--- src/rtl/lsa_pkg.sv ---
// Shared constants for the lane sync-code aligner.
// Assumes symbols arrive already 8b10b-decoded, one byte plus a control flag each.
package lsa_pkg;
    localparam int SYM_W   = 8;
    localparam int PAT_LEN = 4;
    localparam logic [SYM_W-1:0] SYNC_HEAD = 8'hBC;   // control comma symbol
    localparam logic [SYM_W-1:0] SYNC_BODY = 8'hAA;   // data symbol repeated three times

    // Expected byte value at position idx of the sync code.
    function automatic logic [SYM_W-1:0] pat_sym(input int idx);
        return (idx == 0) ? SYNC_HEAD : SYNC_BODY;
    endfunction

    // Expected control flag at position idx of the sync code.
    function automatic logic pat_is_k(input int idx);
        return (idx == 0);
    endfunction
endpackage

--- src/rtl/lsa_history.sv ---
// Holds the previous accepted word and forms the two-word search window.
// The previous word sits in the low half (earlier bytes). Assumes take = ready & valid.
module lsa_history #(
    parameter int LANE_BYTES = 4,
    localparam int WORD_W = LANE_BYTES * lsa_pkg::SYM_W
) (
    input  logic                      clk,
    input  logic                      rst_n,
    input  logic                      ready,
    input  logic                      take,
    input  logic [WORD_W-1:0]         cur_data,
    input  logic [LANE_BYTES-1:0]     cur_k,
    output logic [2*WORD_W-1:0]       win_data,
    output logic [2*LANE_BYTES-1:0]   win_k,
    output logic                      prev_ok
);
    logic [WORD_W-1:0]     prev_data;
    logic [LANE_BYTES-1:0] prev_k;

    // Capture each accepted word; forget history when the lane is not ready.
    always_ff @(posedge clk) begin
        if (!rst_n) begin
            prev_data <= '0;
            prev_k    <= '0;
            prev_ok   <= 1'b0;
        end else if (!ready) begin
            prev_ok   <= 1'b0;
        end else if (take) begin
            prev_data <= cur_data;
            prev_k    <= cur_k;
            prev_ok   <= 1'b1;
        end
    end

    assign win_data = {cur_data, prev_data};
    assign win_k    = {cur_k, prev_k};
endmodule

--- src/rtl/lsa_detect.sv ---
// Compares the sync code against every start offset inside the previous word.
// Reports any hit and the lowest matching offset. Assumes LANE_BYTES >= PAT_LEN - 1.
module lsa_detect #(
    parameter int LANE_BYTES = 4,
    localparam int WORD_W = LANE_BYTES * lsa_pkg::SYM_W,
    localparam int OFF_W  = (LANE_BYTES > 1) ? $clog2(LANE_BYTES) : 1
) (
    input  logic [2*WORD_W-1:0]     win_data,
    input  logic [2*LANE_BYTES-1:0] win_k,
    input  logic                    prev_ok,
    output logic                    hit,
    output logic [OFF_W-1:0]        hit_off
);
    localparam int SW = lsa_pkg::SYM_W;

    logic [LANE_BYTES-1:0] hit_vec;

    for (genvar o = 0; o < LANE_BYTES; o++) begin : g_off
        logic m;
        // Match all symbols of the sync code starting at byte o of the window.
        always_comb begin
            m = prev_ok;
            for (int j = 0; j < lsa_pkg::PAT_LEN; j++) begin
                if (win_data[(o+j)*SW +: SW] != lsa_pkg::pat_sym(j) ||
                    win_k[o+j] != lsa_pkg::pat_is_k(j))
                    m = 1'b0;
            end
        end
        assign hit_vec[o] = m;
    end

    // Priority encode, lowest offset wins.
    always_comb begin
        hit_off = '0;
        for (int o = LANE_BYTES - 1; o >= 0; o--) begin
            if (hit_vec[o]) hit_off = OFF_W'(o);
        end
    end

    assign hit = |hit_vec;
endmodule

--- src/rtl/lsa_lock.sv ---
// Lock state: records the offset of the first sync code found and holds it
// until the lane drops ready. Produces the offset used by the rotator.
module lsa_lock #(
    parameter int LANE_BYTES = 4,
    localparam int OFF_W = (LANE_BYTES > 1) ? $clog2(LANE_BYTES) : 1
) (
    input  logic             clk,
    input  logic             rst_n,
    input  logic             ready,
    input  logic             take,
    input  logic             hit,
    input  logic [OFF_W-1:0] hit_off,
    output logic             locked,
    output logic [OFF_W-1:0] sel_off,
    output logic             emit
);
    logic [OFF_W-1:0] off_q;

    // Enter lock on the first hit of an accepted word; leave only when ready drops.
    always_ff @(posedge clk) begin
        if (!rst_n) begin
            locked <= 1'b0;
            off_q  <= '0;
        end else if (!ready) begin
            locked <= 1'b0;
        end else if (take && !locked && hit) begin
            locked <= 1'b1;
            off_q  <= hit_off;
        end
    end

    // Offset in force for this word and whether it produces output.
    assign sel_off = locked ? off_q : hit_off;
    assign emit    = take && (locked || hit);
endmodule

--- src/rtl/lsa_rotate.sv ---
// Selects LANE_BYTES consecutive bytes from the window at the chosen offset
// and registers them as the aligned output word (one cycle of latency).
module lsa_rotate #(
    parameter int LANE_BYTES = 4,
    localparam int WORD_W = LANE_BYTES * lsa_pkg::SYM_W,
    localparam int OFF_W  = (LANE_BYTES > 1) ? $clog2(LANE_BYTES) : 1
) (
    input  logic                      clk,
    input  logic                      rst_n,
    input  logic                      ready,
    input  logic                      take,
    input  logic                      emit,
    input  logic [OFF_W-1:0]          sel_off,
    input  logic [2*WORD_W-1:0]       win_data,
    input  logic [2*LANE_BYTES-1:0]   win_k,
    output logic [WORD_W-1:0]         out_data,
    output logic [LANE_BYTES-1:0]     out_k,
    output logic                      out_valid
);
    localparam int SW = lsa_pkg::SYM_W;

    logic [WORD_W-1:0]     rot_data;
    logic [LANE_BYTES-1:0] rot_k;

    for (genvar b = 0; b < LANE_BYTES; b++) begin : g_byte
        // Pick window byte sel_off + b for output byte b.
        always_comb begin
            rot_data[b*SW +: SW] = win_data[(int'(sel_off) + b)*SW +: SW];
            rot_k[b]             = win_k[int'(sel_off) + b];
        end
    end

    // Output register: new word on emit, data held otherwise.
    always_ff @(posedge clk) begin
        if (!rst_n) begin
            out_data  <= '0;
            out_k     <= '0;
            out_valid <= 1'b0;
        end else if (!ready || !take) begin
            out_valid <= 1'b0;
        end else begin
            out_valid <= emit;
            if (emit) begin
                out_data <= rot_data;
                out_k    <= rot_k;
            end
        end
    end
endmodule

--- src/rtl/lane_sync_aligner.sv ---
// Top of the lane sync-code aligner. Finds the sync code at any byte rotation
// of the decoded word stream, locks that rotation and outputs aligned words.
// Assumes one lane, one word per cycle at most, byte 0 earliest in time.
module lane_sync_aligner #(
    parameter int LANE_BYTES = 4,
    localparam int WORD_W = LANE_BYTES * lsa_pkg::SYM_W,
    localparam int OFF_W  = (LANE_BYTES > 1) ? $clog2(LANE_BYTES) : 1
) (
    input  logic                  clk,
    input  logic                  rst_n,
    input  logic                  rx_ready,
    input  logic                  rx_valid,
    input  logic [WORD_W-1:0]     rx_data,
    input  logic [LANE_BYTES-1:0] rx_kflag,
    output logic [WORD_W-1:0]     al_data,
    output logic [LANE_BYTES-1:0] al_kflag,
    output logic                  al_valid,
    output logic                  al_locked
);
    logic                    take;
    logic [2*WORD_W-1:0]     win_data;
    logic [2*LANE_BYTES-1:0] win_k;
    logic                    prev_ok;
    logic                    hit;
    logic [OFF_W-1:0]        hit_off;
    logic [OFF_W-1:0]        sel_off;
    logic                    emit;

    assign take = rx_ready && rx_valid;

    lsa_history #(.LANE_BYTES(LANE_BYTES)) u_history (
        .clk(clk), .rst_n(rst_n), .ready(rx_ready), .take(take),
        .cur_data(rx_data), .cur_k(rx_kflag),
        .win_data(win_data), .win_k(win_k), .prev_ok(prev_ok)
    );

    lsa_detect #(.LANE_BYTES(LANE_BYTES)) u_detect (
        .win_data(win_data), .win_k(win_k), .prev_ok(prev_ok),
        .hit(hit), .hit_off(hit_off)
    );

    lsa_lock #(.LANE_BYTES(LANE_BYTES)) u_lock (
        .clk(clk), .rst_n(rst_n), .ready(rx_ready), .take(take),
        .hit(hit), .hit_off(hit_off),
        .locked(al_locked), .sel_off(sel_off), .emit(emit)
    );

    lsa_rotate #(.LANE_BYTES(LANE_BYTES)) u_rotate (
        .clk(clk), .rst_n(rst_n), .ready(rx_ready), .take(take), .emit(emit),
        .sel_off(sel_off), .win_data(win_data), .win_k(win_k),
        .out_data(al_data), .out_k(al_kflag), .out_valid(al_valid)
    );
endmodule

--- config.mk ---
export PLATFORM = sky130hd
export DESIGN_NAME = lane_sync_aligner
export DESIGN_NICKNAME = d
export VERILOG_FILES = /design/src/rtl/lsa_pkg.sv /design/src/rtl/lsa_history.sv /design/src/rtl/lsa_detect.sv /design/src/rtl/lsa_lock.sv /design/src/rtl/lsa_rotate.sv /design/src/rtl/lane_sync_aligner.sv
export SDC_FILE = /design/constraint.sdc
export NUM_CORES = 1
export LEC_CHECK = 0
export CAP_MARGIN = 20
export CORE_AREA = 3 3 107 109
export CTS_CLUSTER_DIAMETER = 50
export DETAILED_ROUTE_END_ITERATION = 10
export DIE_AREA = 0 0 110 112
export MAX_ROUTING_LAYER = met4
export SLEW_MARGIN = 30
export SYNTH_ARGS = -nofsm -noshare
export SYNTH_HDL_FRONTEND = slang
export SYNTH_SLANG_ARGS = --single-unit
--- constraint.sdc ---
create_clock -name clk -period 6.95 [get_ports clk]
set_clock_uncertainty 0.05 [all_clocks]
set_input_delay 1.0425 -clock clk [delete_from_list [all_inputs] [get_ports clk]]
set_output_delay 1.0425 -clock clk [all_outputs]
set_load 0.05 [all_outputs]
-- Word-level counts from Yosys, hierarchy flattened
Index checks and enable logic that the tools add are counted.
- register bits after elaboration: 77
- bits of input ports: 40
- output and inout port bits: 38
- word-level logic and storage cells: 92
- $add $sub $neg: 3
- $lt $le $gt $ge: 4
- eq/ne operators: 10
- shift-type cells: 4
- muxes and demuxes: 32
- bitwise operators: 6
- reduce and logical (&&, ||, !) cells: 25
- operators with widths (cell ; number):
    64-bit by 32-bit indexed part select with 8-bit output ; 3
    32-bit by 5-bit < comparator with 1-bit output, second input constant ; 3
    8-bit inequality test, second input constant ; 10
    64-bit by 6-bit indexed part select with 8-bit output ; 1
    1-bit two-way mux ; 23
    1-bit logical OR ; 12
    2-bit two-way mux ; 5
    1-bit binary-select mux with 3-bit select ; 3
    2-bit AND reduction ; 4
    2-bit by 2-bit adder with 3-bit output, second input constant ; 2
    1-bit NOT ; 6
    1-bit logical AND ; 4
    2-bit by 4-bit < comparator with 1-bit output, second input constant ; 1
    4-bit OR reduction ; 1
    2-bit by 1-bit adder with 3-bit output, second input constant ; 1
    1-bit logical NOT ; 3
    1-bit binary-select mux with 2-bit select ; 1
    2-bit OR reduction ; 1

-- Longest topological paths before layout
- word-level depth: 15
- gate-level depth with buffers: 10
- depth with buffers taken out: 9

-- Hierarchy
A second synthesis with hierarchy kept.
- cell total of the unflattened synthesis: 471
- area total of the unflattened synthesis: 4601.9 µm²
- modules (own cells, without submodules) (module ; instances ; cells each ; area an instance (µm²) ; sequential area each (µm²)):
    lsa_rotate ; 1 ; 214 ; 2328.5 ; 740.7
    lsa_history ; 1 ; 203 ; 1815.5 ; 740.7
    lsa_detect ; 1 ; 37 ; 304.0 ; 0.0
    lsa_lock ; 1 ; 16 ; 147.6 ; 60.1
    lane_sync_aligner ; 1 ; 1 ; 6.3 ; 0.0

-- Worst setup path after synthesis
OpenSTA, ideal clock, no wires.
- path kind: input to register
- from: input port rx_data[10]
- to: register u_rotate.out_k[3]
- setup time: 0.117 ns
- arrival: 3.514 ns
- data required time: 6.783 ns
- path slack: 3.269 ns
- cell stages on the path: 9
- path buffers: 1
- path through: nor4bb_1 > nand4b_1 > nor2_2 > a31oi_2 > clkbuf_1 > ha_1 > mux4_2 > mux2_2 > a22o_1
- cells in the longest elaborated chain, start to end: 13
- elaborated cells between the ends (all ways): 18
- those cells by class: add/sub: 1; eq/ne: 1; mux: 11; reduce/logical: 5
- ends and longest elaborated chain (what ; RTL line ; text):
    from (decl) ; lane_sync_aligner.sv:13 ; input logic [WORD_W-1:0] rx_data,
    8-bit inequality test * ; lsa_detect.sv:24 ; if (win_data[(o+j)*SW +: SW] != lsa_pkg::pat_sym(j) ||
    1-bit logical OR * ; lsa_detect.sv:24 ;
    1-bit two-way mux (2 in series) ; lsa_detect.sv:24 ;
    2-bit two-way mux (4 in series) ; lsa_detect.sv:36 ; if (hit_vec[o]) hit_off = OFF_W'(o);
    2-bit two-way mux ; lsa_lock.sv:33 ; assign sel_off = locked ? off_q : hit_off;
    2-bit by 2-bit adder with 3-bit output ; lsa_rotate.sv:29 ; rot_k[b] = win_k[int'(sel_off) + b];
    1-bit binary-select mux with 3-bit select ; lsa_rotate.sv:29 ;
    1-bit two-way mux (implied by the code) (2 in series) ; lsa_rotate.sv:29 ;
    to (signal assigned) ; lsa_rotate.sv:45 ; out_k <= rot_k;
    to (decl) ; lsa_rotate.sv:17 ; output logic [LANE_BYTES-1:0] out_k,
Mark *: on every way between the ends. The rest lies on a longest branch, timed or not. The select of a mux whose other input is x is not followed.
A chain may end at the register's enable or synchronous reset.

-- Worst setup path after layout
- from: input port rx_data[10]
- to: register u_rotate.out_k[1]
- cells in the longest elaborated chain, start to end: 13
- elaborated cells between the ends (all ways): 18
- those cells by class: add/sub: 1; eq/ne: 1; mux: 11; reduce/logical: 5
- ends and longest elaborated chain (what ; RTL line):
    8-bit inequality test * ; lsa_detect.sv:24
    1-bit logical OR * ; lsa_detect.sv:24
    1-bit two-way mux (2 in series) ; lsa_detect.sv:24
    2-bit two-way mux (4 in series) ; lsa_detect.sv:36
    2-bit two-way mux ; lsa_lock.sv:33
    2-bit by 1-bit adder with 3-bit output ; lsa_rotate.sv:29
    1-bit binary-select mux with 3-bit select ; lsa_rotate.sv:29
    1-bit two-way mux (implied by the code) (2 in series) ; lsa_rotate.sv:29
Marked as above.

==> metrics.csv <==
stage,metric,value,unit
grt,GRT Overall Usage,25.8,%
clocking,CTS tree,yes,
yosys,syn_area_per_cell,8.73,µm²
cells_and_area,share of cells above drive strength 1,7.87,%
clocking,clock tree buffer depth,2,
detailed_routing,WL/cell,22.3,µm
detailed_routing,vias per inst,6.26,
timing,TNS Setup,0,ns
yosys,dominant synthesized flop cell,dfxtp_1,
run_status,outcome,completed,
cells_and_area,Final Util,48.9,%
power,VDD IR max,0.000128,V
grt,largest net degree at the start of global routing,49,
clocking,clk slew on worst S/H paths,0.08,ns
detailed_routing,total wire length,15000,µm
yosys,distinct cell type count after synthesis,51,
grt,first-pass GRT wire length,23300,µm
timing,Final Critical Period,4.55,ns
clocking,Sink Count,77,
floorplanning,Core Area,0.0107,mm²
timing,hold_ws,0.416,ns
detailed_routing,met2 WL post-DR,6840,µm
min_path,HP Class,reg -> reg,
clocking,clk root buf,clkbuf_8,
cells_and_area,register area,0.00154,mm²
floorplanning,row count,38,
setup_path,r2r startpoint,u_history.prev_data[18]$_SDFFE_PN0P_,
timing,unrepaired setup endpoints after global routing,no,
yosys,Async SR Flop Fraction,0,%
cells_and_area,area delta synth->final,25.0,%
setup_path,critical path data required time,7.16,ns
yosys,Syn Nets,522,
cells_and_area,fillcell total,1068,
power,PwrDens,189,mW/mm²
detailed_routing,DRC,0,
detailed_routing,Iter 0 DRT Violations,356,
placed_design,hpwl dp,10800,µm
floorplanning,Die Y,112,µm
yosys,"Seq/Total Area, Yosys",36.8,%
min_path,hold path startpoint,u_rotate.out_data[30]$_SDFFE_PN0P_,
power,leakage,0.00174,µW
grt,initial antenna violation count,0,
setup_path,CP arrival,4.76,ns
setup_path,Setup CP Type,in -> reg,
grt,gr ovfl total,0,
yosys,Post-synth EDFFs,0,
detailed_routing,max layer used,met4,
setup_path,critical path endpoint category,flop,
clocking,CTS resizes,0,
placed_design,Buffers on Ports,77,
timing,FMAX,220,MHz
clocking,worst-skew pair later-pin latency,0.36,ns
floorplanning,I/O pin cnt,78,
cells_and_area,diode count,0,
placed_design,GPL Wtd Cong,0.937,
timing,Tcrit/Tclk final,65.4,%
floorplanning,Total Die Area,0.0123,mm²
floorplanning,die width,110,µm
clocking,CTS Buf Count,9,
timing,Worst Tran Pin Value,0.862,ns
floorplanning,Initial Util,39.2,%
detailed_routing,"antenna viol nets, final",0,
yosys,synthesized flop and latch total,77,
timing,relative slew slack,42.5,%
cells_and_area,Layout Nets,571,
timing,final count of pins violating max slew,0,
grt,number of global-route vias before repair,4004,
detailed_routing,TritonRoute pass-1 iters,5,
detailed_routing,met3 wire len,760,µm
clocking,cts hold-fix bufs,0,
job,max cap viols,0,
timing,Final Hold Viols,0,
yosys,synth warn,0,
yosys,Netlist Area Pre-Place,0.00419,mm²
power,Tot Pwr,992,µW
clocking,Post-CTS Setup Inserts,0,
clocking,H-Tree Depth,3,
detailed_routing,metal1 wirelength,6660,µm
setup_path,Crit. Startpoint,rx_data[10],
cells_and_area,area of the multi-input gates,0.00231,mm²
setup_path,crit path max fanout,28,
timing,number of setup violations in the final report,0,
yosys,Gate Count Post-Synth,480,
detailed_routing,vias,4220,
setup_path,CP Launch Type,primary input,
area by class of cell:
| class | instances | area share (%) |
|---|---|---|
| sequential | 77 | 29.4 |
| clock buffer | 13 | 3.23 |
| clock inverter | 3 | 1.72 |
| inverter | 31 | 2.22 |
| multi-input combinational | 325 | 44.2 |
| timing repair buffer | 85 | 15.9 |
| tap | 140 | 3.35 |
critical path, cell delays in order:
cell and delay [ns]:
clkdlybuf4s50_1 0.52, nor4bb_1 0.40, nand4b_1 0.17, nor2_2 0.40, a31oi_4 0.36, buf_4 0.34, inv_1 0.24, ha_1 0.27
mux4_2 0.52, mux2_2 0.28, a22o_1 0.19
cell usage in the layout, fill, tap and decap left out, types with 2 or more instances in the layout:
master	synthesis	layout
clkbuf_8	0	12
a311oi_1	4	4
dfxtp_1	77	77
bufinv_16	0	3
nand4_1	6	6
o211ai_1	43	43
and4b_1	2	2
a221o_1	9	9
nand2_1	76	75
o311ai_0	20	20
o311ai_1	12	12
a22o_1	2	2
mux2_2	2	2
a211oi_1	3	3
nor2_1	8	8
nor4bb_1	5	5
ha_1	2	2
nor2b_1	2	2
a31oi_4	1	2
nor3b_1	2	2
a211o_1	6	6
and4_1	2	2
and4bb_1	2	2
a32o_1	34	34
clkdlybuf4s50_1	0	77
buf_4	0	8
a21oi_1	38	38
inv_1	30	30
mux4_2	4	4
a21o_1	2	2
nand3_1	19	19
cell usage after synthesis, drive strengths merged (7+ instances only):
cell	instances	area (µm²)
a21oi	38	190
a221o	9	90.1
a32o	34	340
buf	18	123
clkbuf	29	109
dfxtp	77	1540
inv	31	116
nand2	76	285
nand3	19	95.1
nand4	7	50.1
nor2	9	36.3
o211ai	43	323
o311ai	32	280
path summary, 6_finish.rpt:
| check | to | slack [ns] | cells past startpoint |
|---|---|---|---|
| min reg2reg | u_rotate.out_data[30]$_SDFFE_PN0P_ | 0.42 | 1 |
| max reg2reg | u_rotate.out_k[1]$_SDFFE_PN0P_ | 3.11 | 10 |
| min | u_rotate.out_data[30]$_SDFFE_PN0P_ | 0.42 | 1 |
| max | u_rotate.out_k[1]$_SDFFE_PN0P_ | 2.40 | 11 |
power by group:
group	internal, µW	leakage [µW]	switching [µW]
Sequential	451	0.000625	14.7
Combinational	40.8	0.000986	50.2
Clock	268	0.000130	167
metal layers:
| metal | GRT usage [%] | vias to the layer above |
|---|---|---|
| met2 | 37.7 | 178 |
| met5 | - | - |
| met3 | 3.54 | 46 |
| met4 | 13.9 | 0 |
| li1 | - | 1965 |
| met1 | 34.3 | 2031 |
flip-flops by register name, summed over array words and instances, names as in the netlist:
| name | flops |
|---|---|
| u_lock.locked | 1 |
| u_history.prev_data | 32 |
| u_history.prev_ok | 1 |
| u_rotate.out_data | 32 |
| u_rotate.out_valid | 1 |
| u_lock.off_q | 2 |
| u_history.prev_k | 4 |
| u_rotate.out_k | 4 |
cells by family (layout without fill, tap and decap cells):
| kind of cell | count (synthesis) | count (layout) | synth area share, % |
|---|---|---|---|
| mux | 6 | 6 | 2.69 |
| simple gates | 136 | 136 | 16.6 |
| buf+inv | 78 | 132 | 8.30 |
| fa+ha+maj | 2 | 2 | 0.597 |
| compound gates | 181 | 181 | 35.1 |
| flops | 77 | 77 | 36.8 |
per-stage QoR:
step                      worst slack [ns]  area [µm²]  std cells
after global routing                  2.20        5240        674
after CTS                             2.43        5230        674
after detailed placement              2.05        4970        658
after floorplan                       3.27        4190        480
final                                 2.40        5240        674
after global placement                2.14        4970        658
No activity file was read; power rests on OpenSTA's default activity.
